**src/rtl/sfc_lock_pkg.sv**
```systemverilog
package sfc_lock_pkg;
  // Engine index: decode engines first, then enhancement engines.
  function automatic int unsigned unit_of(input int unsigned eng, input int unsigned n_dec);
    return (eng < n_dec) ? (eng >> 1) : (eng - n_dec);
  endfunction
endpackage

```
**src/rtl/sfc_ack_timer.sv**
```systemverilog
module sfc_ack_timer #(
  parameter int ACK_DLY = 2
) (
  input  logic clk_i,
  input  logic rst_ni,
  input  logic force_i,
  output logic ack_o
);
  localparam int CW  = (ACK_DLY > 1) ? $clog2(ACK_DLY) : 1;
  localparam int LIM = ACK_DLY - 1;

  logic [CW-1:0] cnt_q;
  logic          ack_q;

  always_ff @(posedge clk_i or negedge rst_ni) begin
    if (!rst_ni) begin
      cnt_q <= '0;
      ack_q <= 1'b0;
    end else if (!force_i) begin
      cnt_q <= '0;
      ack_q <= 1'b0;
    end else begin
      if (cnt_q != CW'(LIM)) cnt_q <= cnt_q + 1'b1;
      ack_q <= (cnt_q == CW'(LIM));
    end
  end

  assign ack_o = ack_q;


  ack_drop_chk: assert property (@(posedge clk_i) disable iff (!rst_ni)
    !force_i |=> !ack_o);
endmodule

```
**src/rtl/sfc_unit_arb.sv**
```systemverilog
module sfc_unit_arb #(
  parameter int N_ENG = 6,
  localparam int EW = (N_ENG > 1) ? $clog2(N_ENG) : 1
) (
  input  logic             clk_i,
  input  logic             rst_ni,
  input  logic [N_ENG-1:0] req_i,
  input  logic             frozen_i,
  input  logic             unit_rst_i,
  output logic             locked_o,
  output logic [EW-1:0]    owner_o
);
  logic          locked_q;
  logic [EW-1:0] owner_q;
  logic [EW-1:0] pick;

  always_comb begin
    pick = '0;
    for (int e = N_ENG - 1; e >= 0; e--) begin
      if (req_i[e]) pick = EW'(e);
    end
  end

  always_ff @(posedge clk_i or negedge rst_ni) begin
    if (!rst_ni) begin
      locked_q <= 1'b0;
      owner_q  <= '0;
    end else if (unit_rst_i) begin
      locked_q <= 1'b0;
    end else if (!frozen_i) begin
      if (locked_q && !req_i[owner_q]) begin
        locked_q <= 1'b0;
      end else if (!locked_q && |req_i) begin
        locked_q <= 1'b1;
        owner_q  <= pick;
      end
    end
  end

  assign locked_o = locked_q;
  assign owner_o  = owner_q;


  frozen_hold_chk: assert property (@(posedge clk_i) disable iff (!rst_ni)
    (frozen_i && !unit_rst_i) |=> ($stable(locked_q) && (!locked_q || $stable(owner_q))));


  grant_free_chk: assert property (@(posedge clk_i) disable iff (!rst_ni)
    (!locked_q && !frozen_i && !unit_rst_i && |req_i) |=> locked_q);


  unit_rst_chk: assert property (@(posedge clk_i) disable iff (!rst_ni)
    unit_rst_i |=> !locked_q);
endmodule

```
**src/rtl/sfc_lock_arbiter.sv**
```systemverilog
module sfc_lock_arbiter
  import sfc_lock_pkg::*;
#(
  parameter int N_DEC   = 4,
  parameter int N_ENH   = 2,
  parameter int N_UNIT  = 2,
  parameter int ACK_DLY = 2
) (
  input  logic                  clk_i,
  input  logic                  rst_ni,
  input  logic [N_DEC-1:0]      dec_access_i,
  input  logic [N_DEC-1:0]      dec_req_i,
  input  logic [N_DEC-1:0]      dec_force_i,
  input  logic [N_ENH-1:0]      enh_req_i,
  input  logic [N_ENH-1:0]      enh_force_i,
  input  logic [N_UNIT-1:0]     unit_rst_i,
  output logic [N_DEC-1:0][1:0] dec_status_o,
  output logic [N_ENH-1:0]      enh_ack_o,
  output logic [N_ENH-1:0]      enh_usage_o
);
  localparam int N_ENG = N_DEC + N_ENH;
  localparam int EW    = (N_ENG > 1) ? $clog2(N_ENG) : 1;

  logic [N_ENG-1:0] req_v, force_v, use_v, ack_v;
  logic [N_ENG-1:0] unit_req [N_UNIT];
  logic [N_ENG-1:0] unit_use [N_UNIT];
  logic [N_UNIT-1:0] unit_frozen, unit_locked;
  logic [EW-1:0]     unit_owner [N_UNIT];

  // Masked decode engines are cut off from the pool.
  assign req_v   = {enh_req_i,   dec_req_i   & dec_access_i};
  assign force_v = {enh_force_i, dec_force_i & dec_access_i};

  always_comb begin
    for (int u = 0; u < N_UNIT; u++) begin
      unit_req[u]    = '0;
      unit_frozen[u] = 1'b0;
      for (int e = 0; e < N_ENG; e++) begin
        if (unit_of(e, N_DEC) == u) begin
          unit_req[u][e] = req_v[e];
          unit_frozen[u] = unit_frozen[u] | force_v[e];
        end
      end
    end
  end

  for (genvar u = 0; u < N_UNIT; u++) begin : g_unit
    sfc_unit_arb #(.N_ENG(N_ENG)) i_arb (
      .clk_i      (clk_i),
      .rst_ni     (rst_ni),
      .req_i      (unit_req[u]),
      .frozen_i   (unit_frozen[u]),
      .unit_rst_i (unit_rst_i[u]),
      .locked_o   (unit_locked[u]),
      .owner_o    (unit_owner[u])
    );

    always_comb begin
      for (int e = 0; e < N_ENG; e++) begin
        unit_use[u][e] = (unit_of(e, N_DEC) == u) && use_v[e];
      end
    end


    single_user_chk: assert property (@(posedge clk_i) disable iff (!rst_ni)
      $onehot0(unit_use[u]));
  end

  always_comb begin
    use_v = '0;
    for (int e = 0; e < N_ENG; e++) begin
      for (int u = 0; u < N_UNIT; u++) begin
        if (unit_of(e, N_DEC) == u)
          use_v[e] = unit_locked[u] && (unit_owner[u] == EW'(e));
      end
    end
  end

  for (genvar e = 0; e < N_ENG; e++) begin : g_eng
    sfc_ack_timer #(.ACK_DLY(ACK_DLY)) i_ack (
      .clk_i   (clk_i),
      .rst_ni  (rst_ni),
      .force_i (force_v[e]),
      .ack_o   (ack_v[e])
    );
  end

  for (genvar i = 0; i < N_DEC; i++) begin : g_dec_st
    assign dec_status_o[i] = {ack_v[i], use_v[i]} & {2{dec_access_i[i]}};
  end

  assign enh_ack_o   = ack_v[N_ENG-1:N_DEC];
  assign enh_usage_o = use_v[N_ENG-1:N_DEC];
endmodule

```
**config.mk**
```make
export PLATFORM = sky130hd
export DESIGN_NAME = sfc_lock_arbiter
export DESIGN_NICKNAME = d
export VERILOG_FILES = /design/src/rtl/sfc_lock_pkg.sv /design/src/rtl/sfc_ack_timer.sv /design/src/rtl/sfc_unit_arb.sv /design/src/rtl/sfc_lock_arbiter.sv
export SDC_FILE = /design/constraint.sdc
export NUM_CORES = 1
export LEC_CHECK = 0
export BUFFER_PORTS_ARGS = -buffer_cell sky130_fd_sc_hd__buf_2
export CORE_ASPECT_RATIO = 1.5
export CORE_UTILIZATION = 45
export CTS_BUF_LIST = sky130_fd_sc_hd__clkbuf_8 sky130_fd_sc_hd__clkbuf_16
export CTS_CLUSTER_DIAMETER = 40
export DETAILED_ROUTE_END_ITERATION = 16
export PLACE_DENSITY_LB_ADDON = 0.1
export SLEW_MARGIN = 30
export SYNTH_ARGS = -nofsm -noshare
export SYNTH_HDL_FRONTEND = slang
export SYNTH_HIERARCHICAL = 1
export SYNTH_SLANG_ARGS = --single-unit
```
**constraint.sdc**
```tcl
create_clock -name clk_i -period 1.8 [get_ports clk_i]
set_input_delay 0.09 -clock clk_i [delete_from_list [all_inputs] [get_ports clk_i]]
set_output_delay 0.09 -clock clk_i [all_outputs]
set_load 0.005 [all_outputs]
```
==> impl_metrics.py <==
metrics = {
    "run_status": {
        "status": "finished clean",
    },
    "floorplanning": {
        "io_pins": 32,
        "die_area_sq_um": 2760,
        "die_x_microns": 43.3,
        "die_y_microns": 63.9,
        "start_util_pct": 47.4,
        "row_count": 22,
        "core_area_sq_um": 2420,
    },
    "logic_synthesis": {
        "async_reset_ff_share_pct": 100,
        "ys_ff_latch": 20,
        "syn_inst": 104,
        "synth_edf_count": 0,
        "synth_warnings": 6,
        "synth_common_cells": "dfrtp_1 (20), and2_1 (10), nor2_1 (7)",
        "seq_area_frac_synth_pct": 43.6,
        "ys_top_cells_by_area": "dfrtp_1 (44%), mux2_1 (5.9%), and2_1 (5.4%), a2111oi_4 (4.8%), and2_2 (3.9%)",
        "yosysTopAreaCellShare_pct": 43.6,
        "ys.flop_type": "dfrtp_1",
        "avgSynthCellArea_sq_um": 11.0,
        "synth_most_common_cell": "dfrtp_1",
        "synth.largest_area_cell": "dfrtp_1",
        "synth.distinct_cells": 28,
        "synth_area_sq_um": 1150,
    },
    "routing": {
        "routed_via_density": 4.80,
        "routedWlPerCell_microns": 11.3,
        "ant_nets": 0,
        "drt_iter0_markers": 5,
        "wirelength_mm": 2.14,
        "drt-pass1-iter-count": 2,
        "drc": 0,
        "vias": 907,
    },
    "sta": {
        "rsz0062_at_grt": "false",
        "setup_viol": 0,
        "hold_violations": 0,
        "hold_ws_ns": 0.0681,
        "period_minus_slack_ns": 1.42,
        "finalWorstSetupSlack_ns": 0.380,
        "skew_ns": 0.00592,
        "slew_viol_final": 0,
        "fmax_ghz": 0.704,
        "fin_crit_sh_pct": 78.9,
        "tns_ns": 0,
    },
    "critical_path": {
        "regToRegEndpoint": "g_unit[1].i_arb/locked_o",
        "cp_max_fo": 4,
        "critPathRequiredTime_ns": 1.93,
        "regToRegSetupSlack_ns": 0.48,
        "startpoint_type": "primary input",
        "crit_cells": 5,
        "path_delay_family": "simple AND/OR/NAND/NOR gates",
        "endpoint_kind": "register",
        "reg2reg_depth": 3,
        "critPathSlowestCell": "or3_1",
        "cp_cell_sequence": "buf_2 > and2_4 > or3_1 > a2111oi_4 > mux2_1",
        "reg2reg_from": "g_unit[1].i_arb/owner_o[0]",
        "worstSetupPathType": "primary input to register",
        "crit_arrival_ns": 1.55,
        "critPathBufInv": 1,
        "slowest_delay_ns": 0.42,
    },
    "clock_network": {
        "clock_path_buffers": 2,
        "cts_sinks": 20,
        "numCtsBuffers": 3,
        "post-cts-setup-buffers": 0,
        "h-tree-depth": 1,
        "cts_resized": 0,
        "clk_latency_ns": 0.25,
        "cts_tree": "done",
        "cts.root.buffer_cell": "clkbuf_8",
        "path_clk_slew_ns": 0.08,
    },
    "layout": {
        "layout-drive-gt1-share_pct": 32.7,
        "num_antenna_cells": 0,
        "area_growth_pct": 32.1,
        "fin_nets": 186,
        "nFillCells": 222,
    },
    "grt": {
        "grt_pass1_vias": 837,
        "overflow": 0,
        "grt_first_pass_wirelength_mm": 3.73,
        "antenna_found_initial": 0,
        "grt_max_degree": 21,
        "grtUsageTotal_pct": 17.4,
    },
    "pwr": {
        "switching_share_pct": 24.6,
        "ir_drop_v": 0.000475,
        "fin_total_pwr_mw": 1.20,
        "power.leakage_nw": 0.722,
        "p_sw_mw": 0.296,
        "p_clk_share_pct": 36.7,
        "p_int_mw": 0.905,
        "power_density_nw_per_um2": 791,
        "combPwrFrac_pct": 18.0,
        "pwr-share-seq_pct": 45.3,
    },
    "placed_design": {
        "gp_congestion": 0.789,
        "place_ws_ns": 0.0940,
        "port_buffers": 31,
        "dp_hpwl_mm": 1.71,
    },
    "worst_hold_path": {
        "min-delay-start": "enh_force_i[0]",
        "whs_endpoint": "g_eng[4].i_ack/ack_o",
        "hp-class": "primary input to register",
        "whs_path_depth": 2,
    },
    "run": {
        "maxCapViolations": 0,
    },
}
how the worst max path moves through the flow:
stage                                     startpoint                         end  slack, ns
after floorplan                       dec_force_i[3]  g_unit[1].i_arb/owner_o[0]       0.34
after global placement               dec_access_i[1]  g_unit[0].i_arb/owner_o[1]       0.13
after detailed placement             dec_access_i[1]  g_unit[0].i_arb/owner_o[1]       0.09
after CTS                            dec_access_i[1]  g_unit[0].i_arb/owner_o[1]       0.36
after global routing      g_unit[0].i_arb/owner_o[1]             dec_status_o[0]       0.27
final                                dec_access_i[1]  g_unit[0].i_arb/owner_o[1]       0.38
registers in the layout, indices dropped and copies added (netlist names):
register,flops
g_unit.i_arb/locked_o,2
g_eng.i_ack/ack_o,6
g_eng.i_ack/cnt_q,6
g_unit.i_arb/owner_o,6
timing repair:
| item | in CTS | in global routing |
|---|---|---|
| hold buffers | 3 | 0 |
| setup endpoints to repair | 0 | 0 |
| endpoints found under the hold margin | 22 | 0 |
power by group through the flow:
stage          Clock (mW)  Sequential [mW]  Combinational [mW]
2_1_floorplan           0            0.538               0.151
3_3_place_gp            0            0.551               0.207
3_5_place_dp            0            0.554               0.212
4_1_cts             0.447            0.545               0.217
5_1_grt             0.468            0.556               0.242
6_report            0.441            0.544               0.216
layout by cell type (no fill, tap or decap), types with 4 or more instances in the layout:
cell	Yosys	layout
and2_1	10	10
and2_2	6	6
buf_2	0	31
conb_1	1	25
dfrtp_1	20	20
inv_1	6	6
mux2_1	6	6
mux2_2	4	4
nor2_1	7	7
nor2b_1	4	4
final cells by class:
cell class | instances | area [sq um] | area share (%)
multi-input combinational | 100 | 701 | 46.2
sequential | 20 | 500 | 33.0
timing repair buffer | 35 | 193 | 12.7
clock buffer | 3 | 41.3 | 2.72
clock inverter | 1 | 30.0 | 1.98
tap | 24 | 30.0 | 1.98
inverter | 6 | 22.5 | 1.48
kinds of logic (layout without fill, tap and decap cells):
family	after synthesis	after routing	synth area share (%)
mux	12	12	11.5
buf+inv	8	45	3.27
simple gates	49	49	29.1
compound gates	14	14	12.2
other cells	1	25	0.326
flops	20	20	43.6
per-stage QoR:
stage / cells / utilization [%] / instance area (sq um)
after detailed placement: 182 / 58.5 / 1420
after floorplan: 128 / - / 1240
final: 189 / 62.7 / 1520
after global routing: 189 / 62.7 / 1520
after global placement: 182 / 58.5 / 1420
after CTS: 189 / 62.7 / 1520
metal layers:
metal	vias up	track usage, %	wire length, microns
met2	23	29.9	1130
met5	-	0	0
met4	0	5.68	8
met3	2	1.69	73
met1	419	22.6	929
li1	463	-	-
(Power assumes the default switching activity.)
